### src/rtl/bcd_clock_cal_pkg.sv
package bcd_clock_cal_pkg;

  localparam int WORD_W = 32;
  localparam int STAT_W = 5;

  localparam int ST_ACK  = 0;
  localparam int ST_SEC  = 2;
  localparam int ST_MIN  = 3;
  localparam int ST_DAY  = 4;

  // two BCD digits to binary
  function automatic logic [6:0] bcd2bin(input logic [7:0] b);
    return 7'(b[7:4]) * 7'd10 + 7'(b[3:0]);
  endfunction

  // binary 0..99 to two BCD digits
  function automatic logic [7:0] bin2bcd(input logic [6:0] v);
    logic [6:0] tens;
    tens = v / 7'd10;
    return {tens[3:0], 4'(v - tens * 7'd10)};
  endfunction

  function automatic logic [4:0] month_days(input logic [3:0] mon, input logic leap);
    case (mon)
      4'd2:                      return leap ? 5'd29 : 5'd28;
      4'd4, 4'd6, 4'd9, 4'd11:   return 5'd30;
      default:                   return 5'd31;
    endcase
  endfunction

endpackage

### src/rtl/bcd_time_ctr.sv
module bcd_time_ctr
  import bcd_clock_cal_pkg::*;
(
  input  logic       clk,
  input  logic       rst_n,
  input  logic       run,
  input  logic       load,
  input  logic [6:0] load_sec,
  input  logic [6:0] load_min,
  input  logic [5:0] load_hour,
  output logic [6:0] sec_q,
  output logic [6:0] min_q,
  output logic [5:0] hour_q,
  output logic       min_carry,
  output logic       day_carry
);

  logic [6:0] sec_b, min_b, hour_b;
  logic [7:0] sec_n, min_n, hour_n;
  logic       sec_last, min_last, hour_last;

  always_comb begin
    sec_b     = bcd2bin({1'b0, sec_q});
    min_b     = bcd2bin({1'b0, min_q});
    hour_b    = bcd2bin({2'b0, hour_q});
    sec_last  = (sec_b == 7'd59);
    min_last  = (min_b == 7'd59);
    hour_last = (hour_b == 7'd23);
    sec_n     = sec_last  ? 8'h00 : bin2bcd(sec_b + 7'd1);
    min_n     = min_last  ? 8'h00 : bin2bcd(min_b + 7'd1);
    hour_n    = hour_last ? 8'h00 : bin2bcd(hour_b + 7'd1);
  end

  assign min_carry = run & sec_last;
  assign day_carry = min_carry & min_last & hour_last;

  always_ff @(posedge clk) begin
    if (!rst_n) begin
      sec_q  <= '0;
      min_q  <= '0;
      hour_q <= '0;
    end else if (load) begin
      sec_q  <= load_sec;
      min_q  <= load_min;
      hour_q <= load_hour;
    end else if (run) begin
      sec_q <= sec_n[6:0];
      if (sec_last) begin
        min_q <= min_n[6:0];
        if (min_last) hour_q <= hour_n[5:0];
      end
    end
  end

  p_sec_wrap_r2: assert property (@(posedge clk) disable iff (!rst_n)
    (min_carry && !load) |=> (sec_q == 7'h00));
  p_midnight_r2: assert property (@(posedge clk) disable iff (!rst_n)
    (day_carry && !load) |=> (hour_q == 6'h00 && min_q == 7'h00));

endmodule

### src/rtl/bcd_cal_ctr.sv
module bcd_cal_ctr
  import bcd_clock_cal_pkg::*;
#(
  parameter logic [6:0] RST_CENT = 7'h19
)(
  input  logic       clk,
  input  logic       rst_n,
  input  logic       advance,
  input  logic       load,
  input  logic [6:0] load_cent,
  input  logic [7:0] load_year,
  input  logic [4:0] load_mon,
  input  logic [2:0] load_dow,
  input  logic [5:0] load_date,
  output logic [6:0] cent_q,
  output logic [7:0] year_q,
  output logic [4:0] mon_q,
  output logic [2:0] dow_q,
  output logic [5:0] date_q
);

  logic [6:0] date_b, mon_b, year_b, cent_b;
  logic [7:0] date_n, mon_n, year_n, cent_n;
  logic       last_day, last_mon, last_year;

  always_comb begin
    date_b    = bcd2bin({2'b0, date_q});
    mon_b     = bcd2bin({3'b0, mon_q});
    year_b    = bcd2bin(year_q);
    cent_b    = bcd2bin({1'b0, cent_q});
    last_day  = ({2'b0, date_b[4:0]} == date_b) &&
                (date_b[4:0] == month_days(mon_b[3:0], year_b[1:0] == 2'd0));
    last_mon  = (mon_b == 7'd12);
    last_year = (year_b == 7'd99);
    date_n    = bin2bcd(date_b + 7'd1);
    mon_n     = last_mon  ? 8'h01 : bin2bcd(mon_b + 7'd1);
    year_n    = last_year ? 8'h00 : bin2bcd(year_b + 7'd1);
    cent_n    = bin2bcd(cent_b + 7'd1);
  end

  always_ff @(posedge clk) begin
    if (!rst_n) begin
      cent_q <= RST_CENT;
      year_q <= 8'h00;
      mon_q  <= 5'h01;
      dow_q  <= 3'd1;
      date_q <= 6'h01;
    end else if (load) begin
      cent_q <= load_cent;
      year_q <= load_year;
      mon_q  <= load_mon;
      dow_q  <= load_dow;
      date_q <= load_date;
    end else if (advance) begin
      dow_q <= (dow_q == 3'd7) ? 3'd1 : dow_q + 3'd1;
      if (!last_day) begin
        date_q <= date_n[5:0];
      end else begin
        date_q <= 6'h01;
        mon_q  <= mon_n[4:0];
        if (last_mon) begin
          year_q <= year_n;
          if (last_year) cent_q <= cent_n[6:0];
        end
      end
    end
  end

  p_date_wrap_r3: assert property (@(posedge clk) disable iff (!rst_n)
    (advance && !load && last_day) |=> (date_q == 6'h01));
  p_dow_wrap_r4: assert property (@(posedge clk) disable iff (!rst_n)
    (advance && !load && dow_q == 3'd7) |=> (dow_q == 3'd1));

endmodule

### src/rtl/bcd_clock_cal.sv
module bcd_clock_cal
  import bcd_clock_cal_pkg::*;
#(
  parameter int         ADDR_W   = 3,
  parameter logic [6:0] RST_CENT = 7'h19
)(
  input  logic              clk,
  input  logic              rst_n,
  input  logic              sec_tick,
  input  logic              bus_wr,
  input  logic [ADDR_W-1:0] bus_addr,
  input  logic [WORD_W-1:0] bus_wdata,
  output logic [WORD_W-1:0] bus_rdata
);

  localparam logic [ADDR_W-1:0] A_CTRL = ADDR_W'(0);
  localparam logic [ADDR_W-1:0] A_TIME = ADDR_W'(1);
  localparam logic [ADDR_W-1:0] A_DATE = ADDR_W'(2);
  localparam logic [ADDR_W-1:0] A_STAT = ADDR_W'(3);
  localparam logic [ADDR_W-1:0] A_CLR  = ADDR_W'(4);

  logic [1:0]        ctrl_q;
  logic [STAT_W-1:0] stat_q, stat_set, stat_clr;

  logic [6:0] sec, min, cent;
  logic [5:0] hour, date;
  logic [7:0] year;
  logic [4:0] mon;
  logic [2:0] dow;

  // named internal events
  logic time_run, time_load, cal_adv, cal_load, min_evt, day_carry, ack_evt;
  logic [WORD_W-1:0] time_word, date_word;

  assign time_run  = sec_tick & ~ctrl_q[0];
  assign time_load = bus_wr & (bus_addr == A_TIME) & ctrl_q[0];
  assign cal_load  = bus_wr & (bus_addr == A_DATE) & ctrl_q[1];
  assign cal_adv   = day_carry & ~ctrl_q[1];
  assign ack_evt   = sec_tick & (|ctrl_q);

  bcd_time_ctr u_time (
    .clk(clk), .rst_n(rst_n), .run(time_run), .load(time_load),
    .load_sec(bus_wdata[6:0]), .load_min(bus_wdata[14:8]), .load_hour(bus_wdata[21:16]),
    .sec_q(sec), .min_q(min), .hour_q(hour),
    .min_carry(min_evt), .day_carry(day_carry)
  );

  bcd_cal_ctr #(.RST_CENT(RST_CENT)) u_cal (
    .clk(clk), .rst_n(rst_n), .advance(cal_adv), .load(cal_load),
    .load_cent(bus_wdata[6:0]), .load_year(bus_wdata[15:8]), .load_mon(bus_wdata[20:16]),
    .load_dow(bus_wdata[23:21]), .load_date(bus_wdata[29:24]),
    .cent_q(cent), .year_q(year), .mon_q(mon), .dow_q(dow), .date_q(date)
  );

  always_comb begin
    stat_set          = '0;
    stat_set[ST_ACK]  = ack_evt;
    stat_set[ST_SEC]  = sec_tick;
    stat_set[ST_MIN]  = min_evt;
    stat_set[ST_DAY]  = cal_adv;
    stat_clr = (bus_wr && bus_addr == A_CLR) ? bus_wdata[STAT_W-1:0] : '0;
  end

  always_ff @(posedge clk) begin
    if (!rst_n) begin
      ctrl_q <= '0;
      stat_q <= '0;
    end else begin
      if (bus_wr && bus_addr == A_CTRL) ctrl_q <= bus_wdata[1:0];
      stat_q <= (stat_q & ~stat_clr) | stat_set;
    end
  end

  assign time_word = {9'b0, 1'b0, hour, 1'b0, min, 1'b0, sec};
  assign date_word = {2'b0, date, dow, mon, year, 1'b0, cent};

  always_comb begin
    case (bus_addr)
      A_CTRL:  bus_rdata = {30'b0, ctrl_q};
      A_TIME:  bus_rdata = time_word;
      A_DATE:  bus_rdata = date_word;
      A_STAT:  bus_rdata = {{(WORD_W-STAT_W){1'b0}}, stat_q};
      default: bus_rdata = '0;
    endcase
  end

  p_time_hold_r5: assert property (@(posedge clk) disable iff (!rst_n)
    (ctrl_q[0] && !(bus_wr && bus_addr == A_TIME)) |=> $stable(time_word));
  p_date_hold_r5: assert property (@(posedge clk) disable iff (!rst_n)
    (ctrl_q[1] && !(bus_wr && bus_addr == A_DATE)) |=> $stable(date_word));
  p_ack_set_r6: assert property (@(posedge clk) disable iff (!rst_n)
    (sec_tick && ctrl_q != 2'b00) |=> stat_q[ST_ACK]);
  p_tick_flag_r7: assert property (@(posedge clk) disable iff (!rst_n)
    sec_tick |=> stat_q[ST_SEC]);
  p_clear_r8: assert property (@(posedge clk) disable iff (!rst_n)
    (bus_wr && bus_addr == A_CLR && bus_wdata[ST_SEC] && !sec_tick) |=> !stat_q[ST_SEC]);

endmodule

### config.mk
export PLATFORM = sky130hd
export DESIGN_NAME = bcd_clock_cal
export DESIGN_NICKNAME = d
export VERILOG_FILES = /design/src/rtl/bcd_clock_cal_pkg.sv /design/src/rtl/bcd_time_ctr.sv /design/src/rtl/bcd_cal_ctr.sv /design/src/rtl/bcd_clock_cal.sv
export SDC_FILE = /design/constraint.sdc
export NUM_CORES = 1
export LEC_CHECK = 0
export ABC_AREA = 1
export CAP_MARGIN = 20
export CORE_MARGIN = 2
export CORE_UTILIZATION = 55
export DETAILED_ROUTE_END_ITERATION = 12
export PLACE_DENSITY = 0.83
export SYNTH_ARGS = -nofsm -noshare
export SYNTH_HDL_FRONTEND = slang
export SYNTH_SLANG_ARGS = --single-unit
### constraint.sdc
create_clock -name clk -period 5.6 [get_ports clk]
set_input_delay 0.84 -clock clk [delete_from_list [all_inputs] [get_ports clk]]
set_output_delay 0.84 -clock clk [all_outputs]
set_load 0.1 [all_outputs]
==> results by group, run 1 <==
Run status
  • Status: complete, no violations

Global route
  • Initial antenna violation count: 0
  • Remaining global-route overflow: 0
  • Tot GR Track Use: 0.251
  • Vias in the first global route: 6049
  • First-pass GRT wire length: 27100 um
  • Largest net degree at the start of global routing: 31

Critical path
  • Arrival time worst endpoint: 5.01 ns
  • Critical path buffer and inverter count: 4
  • CP max-delay cell: fa_1
  • CP peak stage delay: 0.53 ns
  • Largest fanout on the critical path: 5
  • Most used cell, CP: nand2_1
  • Startpoint Class: register
  • CP top delay family: adder cells
  • WS Path Type: reg -> reg
  • CP Capture Type: register
  • Req. time, crit path: 5.83 ns

Yosys
  • Post-synth EDFFs: 0
  • Register area share after synthesis: 0.170
  • Synth cell count leaders: 231 x nand2_1, 154 x inv_1, 72 x ha_1
  • Area contributors post-synth: dfxtp_1 17%, ha_1 14%, nand2_1 13%
  • Post-synth top flop: dfxtp_1
  • Syn Inst Count: 998
  • Leading area contributor after synthesis: dfxtp_1
  • Mapped Area: 0.00658 sq mm
  • Yosys cell types: 55
  • Synth warnings: 0
  • Count leader, synth: nand2_1
  • Yosys reg bits: 56
  • Post-Syn Area per Cell: 6.59 sq um
  • Async SR Flop Fraction: 0
  • Synth top area share: 0.170

Clocking
  • Worst-case clock buffer depth: 2
  • Post-CTS Setup Bufs: 0
  • Inserted Clock Buffers: 5
  • Clock sink count: 56
  • Root buf cell: clkbuf_16
  • Hold buffers post-CTS: 0
  • Clk_lat worst skew: 0.30 ns
  • TritonCTS clock tree: yes
  • # H-tree levels: 2
  • PostCTS Resize Cnt: 0
  • Reg clk slew, reported paths: 0.08 ns

Power
  • P_leak: 3.74 nW
  • Total Power: 0.850 mW
  • Max VDD drop: 0.000121 V
  • Pwr/cell area: 115 mW/mm^2

Timing
  • Slew headroom: 0.361
  • Final-report setup violation count: 0
  • Slew Viols, Final: 0
  • Setup Skew: 0.00682 ns
  • RSZ-0062 raised after global routing: no
  • Minimum clock period: 4.77 ns
  • Highest Clock Rate: 0.210 GHz
  • Worst-Margin Slew: 0.955 ns
  • Final Hold Fails: 0
  • Final TNS setup: 0 ns
  • Final Cycle Share: 0.852

Finish
  • Nets: 1182
  • Share of layout cells above drive strength 1: 0.110
  • Antenna diodes: 0
  • Area Growth Syn to Fin: 12.9%
  • Final core utilization: 0.642

Routing
  • Routed vias: 6571
  • DR iter-0 viols: 416
  • ANT nets after route: 0
  • Routed length per instance: 13.4 um
  • Final WL: 16100 um
  • DRT Pass-1 Iters: 5
  • Via density: 5.47
  • # DRC: 0

Placement
  • DP HPWL: 12900 um
  • I/O Buffers: 64
  • Gpl congestion: 0.883

Floorplan
  • Die area: 0.0129 sq mm
  • I/O pins: 71
  • Row count: 39
  • Die Ht: 113 um
  • Initial cell density of the core: 0.569
  • Area of the core: 0.0116 sq mm
  • Die width: 113 um

Flow run
  • Max Cap Viol: 0

Min path
  • Min-delay worst type: reg -> reg
[metal layers]
metal / vias up / track usage / wire [um]
met5: - / 0 / 0
met4: 0 / 0.0496 / 198
met3: 20 / 0.0345 / 832
met2: 180 / 0.440 / 7610
met1: 2980 / 0.333 / 7430
li1: 3391 / - / -
[flip-flops by register name, summed over array words and instances (netlist names)]
register and cells:
u_cal.dow_q 3, u_cal.cent_q 7, u_cal.date_q 6, ctrl_q 2, u_time.min_q 7, u_cal.year_q 8, u_time.hour_q 6, stat_q 5
u_time.sec_q 7, u_cal.mon_q 5
[power by group]
| part | internal (mW) | leakage (nW) | total (mW) | switching, mW |
|---|---|---|---|---|
| Sequential | 0.402 | 0.452 | 0.406 | 0.00384 |
| Combinational | 0.0445 | 3.22 | 0.127 | 0.0828 |
| Clock | 0.167 | 0.0671 | 0.318 | 0.150 |
| Total | 0.613 | 3.74 | 0.850 | 0.237 |
[cell usage in the layout, fill, tap and decap left out, types with 14 or more instances in the layout]
cell type	instances
a21oi_1	50
o21ai_0	54
fa_1	14
nand2_2	23
inv_1	154
dfxtp_1	56
nand2_1	231
ha_1	72
xor2_1	22
nand3_1	66
buf_4	33
inv_2	15
nor2_1	70
clkdlybuf4s50_1	35
[stage by stage]
stage          hold slack (ns)  setup WS, ns  std cells  cell area [sq um]
5_1_grt                  0.483         0.438       1201               7430
4_1_cts                  0.465         0.842       1200               7410
2_1_floorplan            0.432          1.37       1000               6590
3_5_place_dp             0.454         0.859       1192               7270
3_3_place_gp             0.445          1.02       1192               7270
6_report                 0.467         0.828       1201               7430
[area by class of cell]
cell class | instances | area (sq um)
multi-input combinational | 756 | 4730
fill | 1060 | 4140
sequential | 56 | 1120
inverter | 169 | 634
timing repair buffer | 69 | 613
tap | 143 | 179
clock buffer | 6 | 129
clock inverter | 2 | 16.3
[cells by family (layout without fill, tap and decap cells)]
family,count (synthesis),count (layout),synth area share
buffers and inverters,188,246,0.111
xor gates and xnor gates,35,35,0.0489
other,1,3,0.000570
AOI/OAI and AO/OA,191,191,0.182
and+or+nand+nor,441,441,0.307
adders and majority gates,86,86,0.180
DFF,56,56,0.170
[tightest hold or removal path: stages (launching register included)]
cell,delay [ns]
dfxtp_1,0.31
nand2_1,0.06
a21oi_1,0.05
[worst paths after layout]
path                                       from               to  slack [ns]  cells past startpoint
worst min register to register        stat_q[0]        stat_q[0]        0.47                      2
worst min-delay path                  stat_q[0]        stat_q[0]        0.47                      2
worst max register to register  u_cal.year_q[5]  u_cal.year_q[3]        0.83                     32
worst max-delay path            u_cal.year_q[5]  u_cal.year_q[3]        0.83                     32
(Power assumes the default switching activity.)
==> run 2, diff against run 1 <==
--- a/config.mk
+++ b/config.mk
@@ -11,6 +11,8 @@
 export CORE_UTILIZATION = 55
 export DETAILED_ROUTE_END_ITERATION = 12
 export PLACE_DENSITY = 0.83
+export RECOVER_POWER = 100
 export SYNTH_ARGS = -nofsm -noshare
 export SYNTH_HDL_FRONTEND = slang
+export SYNTH_HIERARCHICAL = 1
 export SYNTH_SLANG_ARGS = --single-unit
==> run 2 against run 1 <==
Compared with the run above:
- first-iteration DRC count up 22%
- synthesized cell count up 6.9%
- sequential power about the same
- setup slack worse by 0.087 ns
- design area up 2.4%
- global-route usage down 0.81 points
- combinational power up 10%
- register-to-register slack worse by 0.09 ns
- non-clock buffer count down 1
- cell count up 8.1%
- synthesized area up 5.4%
- clock power up 1%
- critical path type unchanged
- largest cell class unchanged
==> results by group, run 2 <==
Yosys
  • Synth warnings: 6 (+6)
  • Yosys cell types: 53 (-3.6%)
  • Count leader, synth: nand2_1
  • Combinational family with the most area after synthesis: simple AND/OR/NAND/NOR gates
  • Mapped Area: 0.00693 sq mm (+5.4%)
  • Async SR Flop Fraction: 0 (unchanged)
  • Post-synth EDFFs: 0 (unchanged)
  • Complex-gate fraction of the synthesized area: 0.129 (-0.0526)
  • Syn Inst Count: 1067 (+6.9%)
  • Synth top area share: 0.162 (-0.00867)
  • Area contributors post-synth: dfxtp_1 16%, nand2_1 16%, ha_1 13%
  • Simple-gate portion of the synthesized area: 0.387 (+0.0802)
  • XOR/XNOR Fraction of Synth Area: 0.0448 (-0.00411)
  • Mux contribution to synthesized area: 0 (unchanged)
  • Leading area contributor after synthesis: dfxtp_1
  • Yosys reg bits: 56 (unchanged)
  • Post-Syn Area per Cell: 6.50 sq um (-1.5%)
  • Synth cell count leaders: 297 x nand2_1, 140 x inv_1, 81 x nand3_1
  • Post-synth top flop: dfxtp_1
  • Post-synthesis adder-cell area fraction: 0.174 (-0.00553)
  • Register area share after synthesis: 0.162 (-0.00867)

Critical path
  • CP max-delay cell: fa_1
  • WS Path Type: reg -> reg
  • Critical path buffer and inverter count: 3 (-1)
  • Largest fanout on the critical path: 5 (unchanged)
  • Startpoint Class: register
  • R2r setup slk: 0.74 ns (-0.09 ns)
  • CP Capture Type: register
  • Req. time, crit path: 5.84 ns (about the same)
  • CP top delay family: adder cells
  • Most used cell, CP: nand2_1
  • Arrival time worst endpoint: 5.10 ns (+0.09 ns)
  • CP peak stage delay: 0.54 ns (about the same)

Routing
  • ANT nets after route: 0 (unchanged)
  • DR WL met3: 584 um (-30%)
  • Via density: 5.26 (-3.9%)
  • Final WL: 16100 um (+0.12%)
  • DRT met1 WL: 7350 um (-1.0%)
  • # DRC: 0 (unchanged)
  • Routed vias: 6823 (+3.8%)
  • Routed length per instance: 12.4 um (-7.4%)
  • Top layer in use: met4
  • DR iter-0 viols: 509 (+22%)
  • DRT Pass-1 Iters: 6 (+1)
  • Met2 wire length: 7850 um (+3.2%)

Clocking
  • Clock sink count: 56 (unchanged)
  • Clk_lat worst skew: 0.30 ns (about the same)
  • Post-CTS Setup Bufs: 0 (unchanged)
  • PostCTS Resize Cnt: 0 (unchanged)
  • # H-tree levels: 2 (unchanged)
  • Inserted Clock Buffers: 5 (unchanged)
  • Reg clk slew, reported paths: 0.08 ns (about the same)
  • Worst-case clock buffer depth: 2 (unchanged)
  • Hold buffers post-CTS: 0 (unchanged)
  • TritonCTS clock tree: yes
  • Root buf cell: clkbuf_16

Timing
  • Final TNS setup: 0 ns (unchanged)
  • Final Cycle Share: 0.868 (+0.0156)
  • RSZ-0062 raised after global routing: no
  • Worst-Margin Slew: 1.19 ns (+0.234 ns)
  • Highest Clock Rate: 0.206 GHz (-1.8%)
  • Setup Skew: 0.00510 ns (-0.00172 ns)
  • Final Hold Fails: 0 (unchanged)
  • Final-report setup violation count: 0 (unchanged)
  • Slew Viols, Final: 0 (unchanged)
  • Minimum clock period: 4.86 ns (+0.0875 ns)
  • Slew headroom: 0.210 (-0.151)

Power
  • P_leak: 3.72 nW (-0.67%)
  • Max VDD drop: 0.000113 V (-6.5%)
  • Pwr/cell area: 114 mW/mm^2 (-0.22%)

Floorplan
  • Area of the core: 0.0125 sq mm (+7.8%)
  • I/O pins: 71 (unchanged)
  • Die width: 116 um (+2.6%)
  • Row count: 41 (+5.1%)
  • Die Ht: 116 um (+2.6%)
  • Die area: 0.0135 sq mm (+5.2%)
  • Initial cell density of the core: 0.556 (-0.0128)

Placement
  • Gpl congestion: 0.923 (+4.5%)
  • I/O Buffers: 64 (unchanged)
  • Placed Cells: 1290 (+8.2%)
  • DP HPWL: 13000 um (+1.4%)

Min path
  • Min-delay worst type: reg -> reg

Global route
  • Largest net degree at the start of global routing: 26 (-16%)
  • Tot GR Track Use: 0.243 (-0.00812)
  • First-pass GRT wire length: 27300 um (+0.89%)
  • Remaining global-route overflow: 0 (unchanged)
  • Initial antenna violation count: 0 (unchanged)
  • Vias in the first global route: 6227 (+2.9%)

Finish
  • Area Growth Syn to Fin: 9.73%
  • Max FFs per register: 8 (unchanged)
  • Biggest register: u_cal/year_q
  • Finished Layout Cells: 1298 (+8.1%)
  • Nets: 1252 (+5.9%)
  • Antenna diodes: 0 (unchanged)
  • Most frequent cells in the layout: 310 x nand2_1, 142 x inv_1, 85 x nand3_1
  • Commonest non-fill, non-tap cell in the layout: nand2_1
  • Share of layout cells above drive strength 1: 0.0924 (-0.0173)

Run status
  • Status: complete, no violations

Flow run
  • Max Cap Viol: 0 (unchanged)
run 2: cell count changes in the layout (fill, tap and decap cells not counted), moves of 7 or more:
| cell | before | now |
|---|---|---|
| nand2_1 | 231 | 310 |
| buf_4 | 33 | 4 |
| clkbuf_1 | 1 | 29 |
| nand3_1 | 66 | 85 |
| inv_1 | 154 | 142 |
| nand3_2 | 4 | 15 |
| o21ai_0 | 54 | 44 |
| o22ai_1 | 12 | 2 |
| a211oi_1 | 9 | 2 |
run 2: path summary, 6_finish.rpt:
check,depth (start not counted),start,to
hold reg to reg,2,stat_q[1],stat_q[1]
hold / removal,2,stat_q[1],stat_q[1]
setup / recovery,30,u_cal/year_q[5],u_cal/year_q[3]
setup reg to reg,30,u_cal/year_q[5],u_cal/year_q[3]
run 2: layer usage:
| metal | vias to the layer above | GRT usage |
|---|---|---|
| li1 | 3560 | - |
| met1 | 3090 | 0.314 |
| met2 | 148 | 0.432 |
| met3 | 25 | 0.0218 |
| met4 | 0 | 0.0730 |
| met5 | - | 0 |
run 2: metrics by stage:
| stage | setup slack, ns | utilization | area (sq um) | power [mW] | hold WS [ns] |
|---|---|---|---|---|---|
| CTS | 0.946 | 0.628 | 7820 | 0.875 | 0.460 |
| global route | 0.295 | 0.610 | 7610 | 0.901 | 0.506 |
| global placement | 1.10 | 0.616 | 7670 | 0.558 | 0.444 |
| finish | 0.740 | 0.610 | 7610 | 0.869 | 0.460 |
| detailed placement | 0.969 | 0.616 | 7670 | 0.560 | 0.449 |
| floorplan | 1.43 | - | 6940 | 0.510 | 0.432 |
run 2: kinds of logic after synthesis:
logic type | count (synthesis)
other cells | 1
compound gates | 145
fa+ha+maj | 88
buf+inv | 183
xor+xnor | 32
flops | 56
simple gates | 562
run 2: layout make-up:
type	instances	area (sq um)
flip-flops and latches	56	1120
inverters	164	618
multi-input cells	830	5010
clock inverters	3	23.8
clock buffers	5	125
repair buffers	68	489
fillers	1210	4860
well taps	172	215
run 2: worst min-delay path, stage by stage, from the launching register on:
cell     delay, ns
dfxtp_1       0.32
nand3_1       0.07
inv_1         0.03
run 2: power by group:
group          total (mW)  switching (mW)  leakage, nW  internal, mW
combinational       0.140          0.0923         3.20        0.0476
clock               0.322           0.155       0.0660         0.167
sequential          0.408         0.00521        0.452         0.403
total               0.869           0.252         3.72         0.617
==> run 3, diff against run 2 <==
--- a/config.mk
+++ b/config.mk
@@ -8,9 +8,9 @@
 export ABC_AREA = 1
 export CAP_MARGIN = 20
 export CORE_MARGIN = 2
-export CORE_UTILIZATION = 55
+export CORE_UTILIZATION = 60
 export DETAILED_ROUTE_END_ITERATION = 12
-export PLACE_DENSITY = 0.83
+export PLACE_DENSITY = 0.89
 export RECOVER_POWER = 100
 export SYNTH_ARGS = -nofsm -noshare
 export SYNTH_HDL_FRONTEND = slang
==> constraint.sdc (replaced) <==
create_clock -name clk -period 5.85 [get_ports clk]
set_input_delay 0.8775 -clock clk [delete_from_list [all_inputs] [get_ports clk]]
set_output_delay 0.8775 -clock clk [all_outputs]
set_load 0.1 [all_outputs]
==> run 3 against run 2 <==
Compared with the run above:
- core utilization rose by 5.4 points
- fmax fell by 0.79%
- cell count is 2.2% lower
- clock skew about the same
- power decreased by 3.3%
- combinational power is 4% lower
- register-to-register slack better by 0.21 ns
- critical path type unchanged
- critical endpoint is now u_cal/cent_q[4]
==> results by group, run 3 (same netlist as run 2, synthesis figures left out) <==
Run status
  • Status: complete, no violations

Timing
  • Setup Skew: 0.00468 ns (-0.000421 ns)
  • Final Hold Fails: 0 (unchanged)
  • Minimum clock period: 4.90 ns (+0.0385 ns)
  • Worst-Margin Slew: 1.18 ns (-0.00973 ns)
  • Final-report setup violation count: 0 (unchanged)
  • Slew headroom: 0.217 (+0.00646)
  • Slew Viols, Final: 0 (unchanged)
  • RSZ-0062 raised after global routing: no
  • Final Cycle Share: 0.837 (-0.0305)
  • Fin Hold WS: 0.474 ns (+0.0139 ns)
  • Final TNS setup: 0 ns (unchanged)
  • Highest Clock Rate: 0.204 GHz (-0.79%)

Placement
  • I/O Buffers: 64 (unchanged)
  • DP HPWL: 13000 um (about the same)
  • Gpl congestion: 0.914 (-1.0%)

Clocking
  • Worst-case clock buffer depth: 2 (unchanged)
  • TritonCTS clock tree: yes
  • Post-CTS Setup Bufs: 0 (unchanged)
  • Clock sink count: 56 (unchanged)
  • Root buf cell: clkbuf_16
  • Clk_lat worst skew: 0.30 ns (about the same)
  • Reg clk slew, reported paths: 0.07 ns (about the same)
  • PostCTS Resize Cnt: 0 (unchanged)
  • # H-tree levels: 2 (unchanged)
  • Inserted Clock Buffers: 5 (unchanged)
  • Hold buffers post-CTS: 0 (unchanged)

Routing
  • Routed length per instance: 12.7 um (+2.8%)
  • DR iter-0 viols: 538 (+5.7%)
  • Final WL: 16200 um (+0.48%)
  • DRT Pass-1 Iters: 6 (unchanged)
  • ANT nets after route: 0 (unchanged)
  • # DRC: 0 (unchanged)
  • Via density: 5.45 (+3.6%)
  • Routed vias: 6913 (+1.3%)

Global route
  • Tot GR Track Use: 0.259 (+0.0162)
  • Initial antenna violation count: 0 (unchanged)
  • Vias in the first global route: 6449 (+3.6%)
  • First-pass GRT wire length: 27900 um (+2.2%)
  • Largest net degree at the start of global routing: 27 (+3.8%)
  • Remaining global-route overflow: 0 (unchanged)

Finish
  • Area Growth Syn to Fin: 9.01%
  • Antenna diodes: 0 (unchanged)
  • Most frequent cells in the layout: 306 x nand2_1, 141 x inv_1, 86 x nand3_1
  • Nets: 1252 (unchanged)
  • Share of layout cells above drive strength 1: 0.0933 (+0.000888)
  • Biggest register: u_cal/year_q
  • Commonest non-fill, non-tap cell in the layout: nand2_1
  • Max FFs per register: 8 (unchanged)

Floorplan
  • Die area: 0.0124 sq mm (-8.1%)
  • Die Ht: 111 um (-4.1%)
  • Die width: 111 um (-4.1%)
  • Area of the core: 0.0114 sq mm (-8.8%)
  • Row count: 39 (-4.9%)
  • I/O pins: 71 (unchanged)
  • Initial cell density of the core: 0.610 (+0.0536)

Critical path
  • Arrival time worst endpoint: 5.08 ns (-0.02 ns)
  • Startpoint Class: register
  • WS Path Type: reg -> reg
  • R2r setup slk: 0.95 ns (+0.21 ns)
  • CP Capture Type: register
  • Largest fanout on the critical path: 10 (+5)
  • Req. time, crit path: 6.03 ns (+0.19 ns)

Power
  • Max VDD drop: 0.000112 V (-1.0%)
  • Pwr/cell area: 111 mW/mm^2 (-2.6%)
  • P_leak: 3.73 nW (+0.28%)

Min path
  • Min-delay worst type: reg -> reg

Flow run
  • Max Cap Viol: 0 (unchanged)
[run 3: cell types whose count changed in the layout (fill, tap and decap cells not counted), moves of 2 or more]
cell	before	now
nand2_2	26	30
nor2_1	72	75
nor2_2	2	0
nand2_1	310	306
clkinvlp_4	2	0
[run 3: per-stage QoR]
step                      total power, mW  worst slack (ns)  instances  instance area (sq um)   util
after floorplan                     0.488              1.68       1069                   6940      -
after global placement              0.534              1.36       1261                   7640  0.672
after detailed placement            0.537              1.20       1261                   7640  0.672
after CTS                           0.847              1.16       1269                   7790  0.685
after global routing                0.873             0.431       1269                   7560  0.665
final                               0.841             0.952       1269                   7560  0.665
[run 3: worst max-delay path, stage by stage, from the launching register on]
cell     delay, ns
dfxtp_1       0.42
ha_1          0.26
ha_1          0.38
nand3_1       0.16
nand3_1       0.11
nand2_1       0.18
nand3_1       0.13
nor2_1        0.12
nand3_1       0.18
nor2_1        0.30
nand2_1       0.11
nor2_1        0.11
nand2_1       0.09
inv_1         0.12
nor2_1        0.13
inv_1         0.18
nand2_1       0.20
nor2_1        0.51
inv_4         0.13
nor2_1        0.54
inv_2         0.15
a21oi_1       0.14
o21ai_0       0.10
[run 3: worst paths after layout]
check	start	to	cells after the start
setup / recovery	u_time/sec_q[4]	u_cal/cent_q[4]	22
hold / removal	stat_q[0]	stat_q[0]	2
setup reg to reg	u_time/sec_q[4]	u_cal/cent_q[4]	22
hold reg to reg	stat_q[0]	stat_q[0]	2
[run 3: area by class of cell]
type,instances,area [sq um]
fillers,1035,3810
clock buffers,6,139
repair buffers,68,489
inverters,164,618
flip-flops and latches,56,1120
multi-input cells,830,5000
clock inverters,2,13.8
well taps,143,179
[run 3: power breakdown]
part | total [mW] | switching [mW] | internal [mW] | leakage [nW]
Combinational | 0.134 | 0.0888 | 0.0456 | 3.20
Clock | 0.316 | 0.144 | 0.172 | 0.0772
Sequential | 0.391 | 0.00525 | 0.385 | 0.452
Total | 0.841 | 0.238 | 0.603 | 3.73
[run 3: per-layer routing]
layer / global-route usage / vias to the layer above / part of all wire / wire [um]
met5: 0 / - / 0 / 0
met4: 0.0807 / 0 / 0.028 / 450
met3: 0.0256 / 34 / 0.052 / 839
met2: 0.460 / 200 / 0.48 / 7720
met1: 0.333 / 3119 / 0.44 / 7160
li1: - / 3560 / - / -
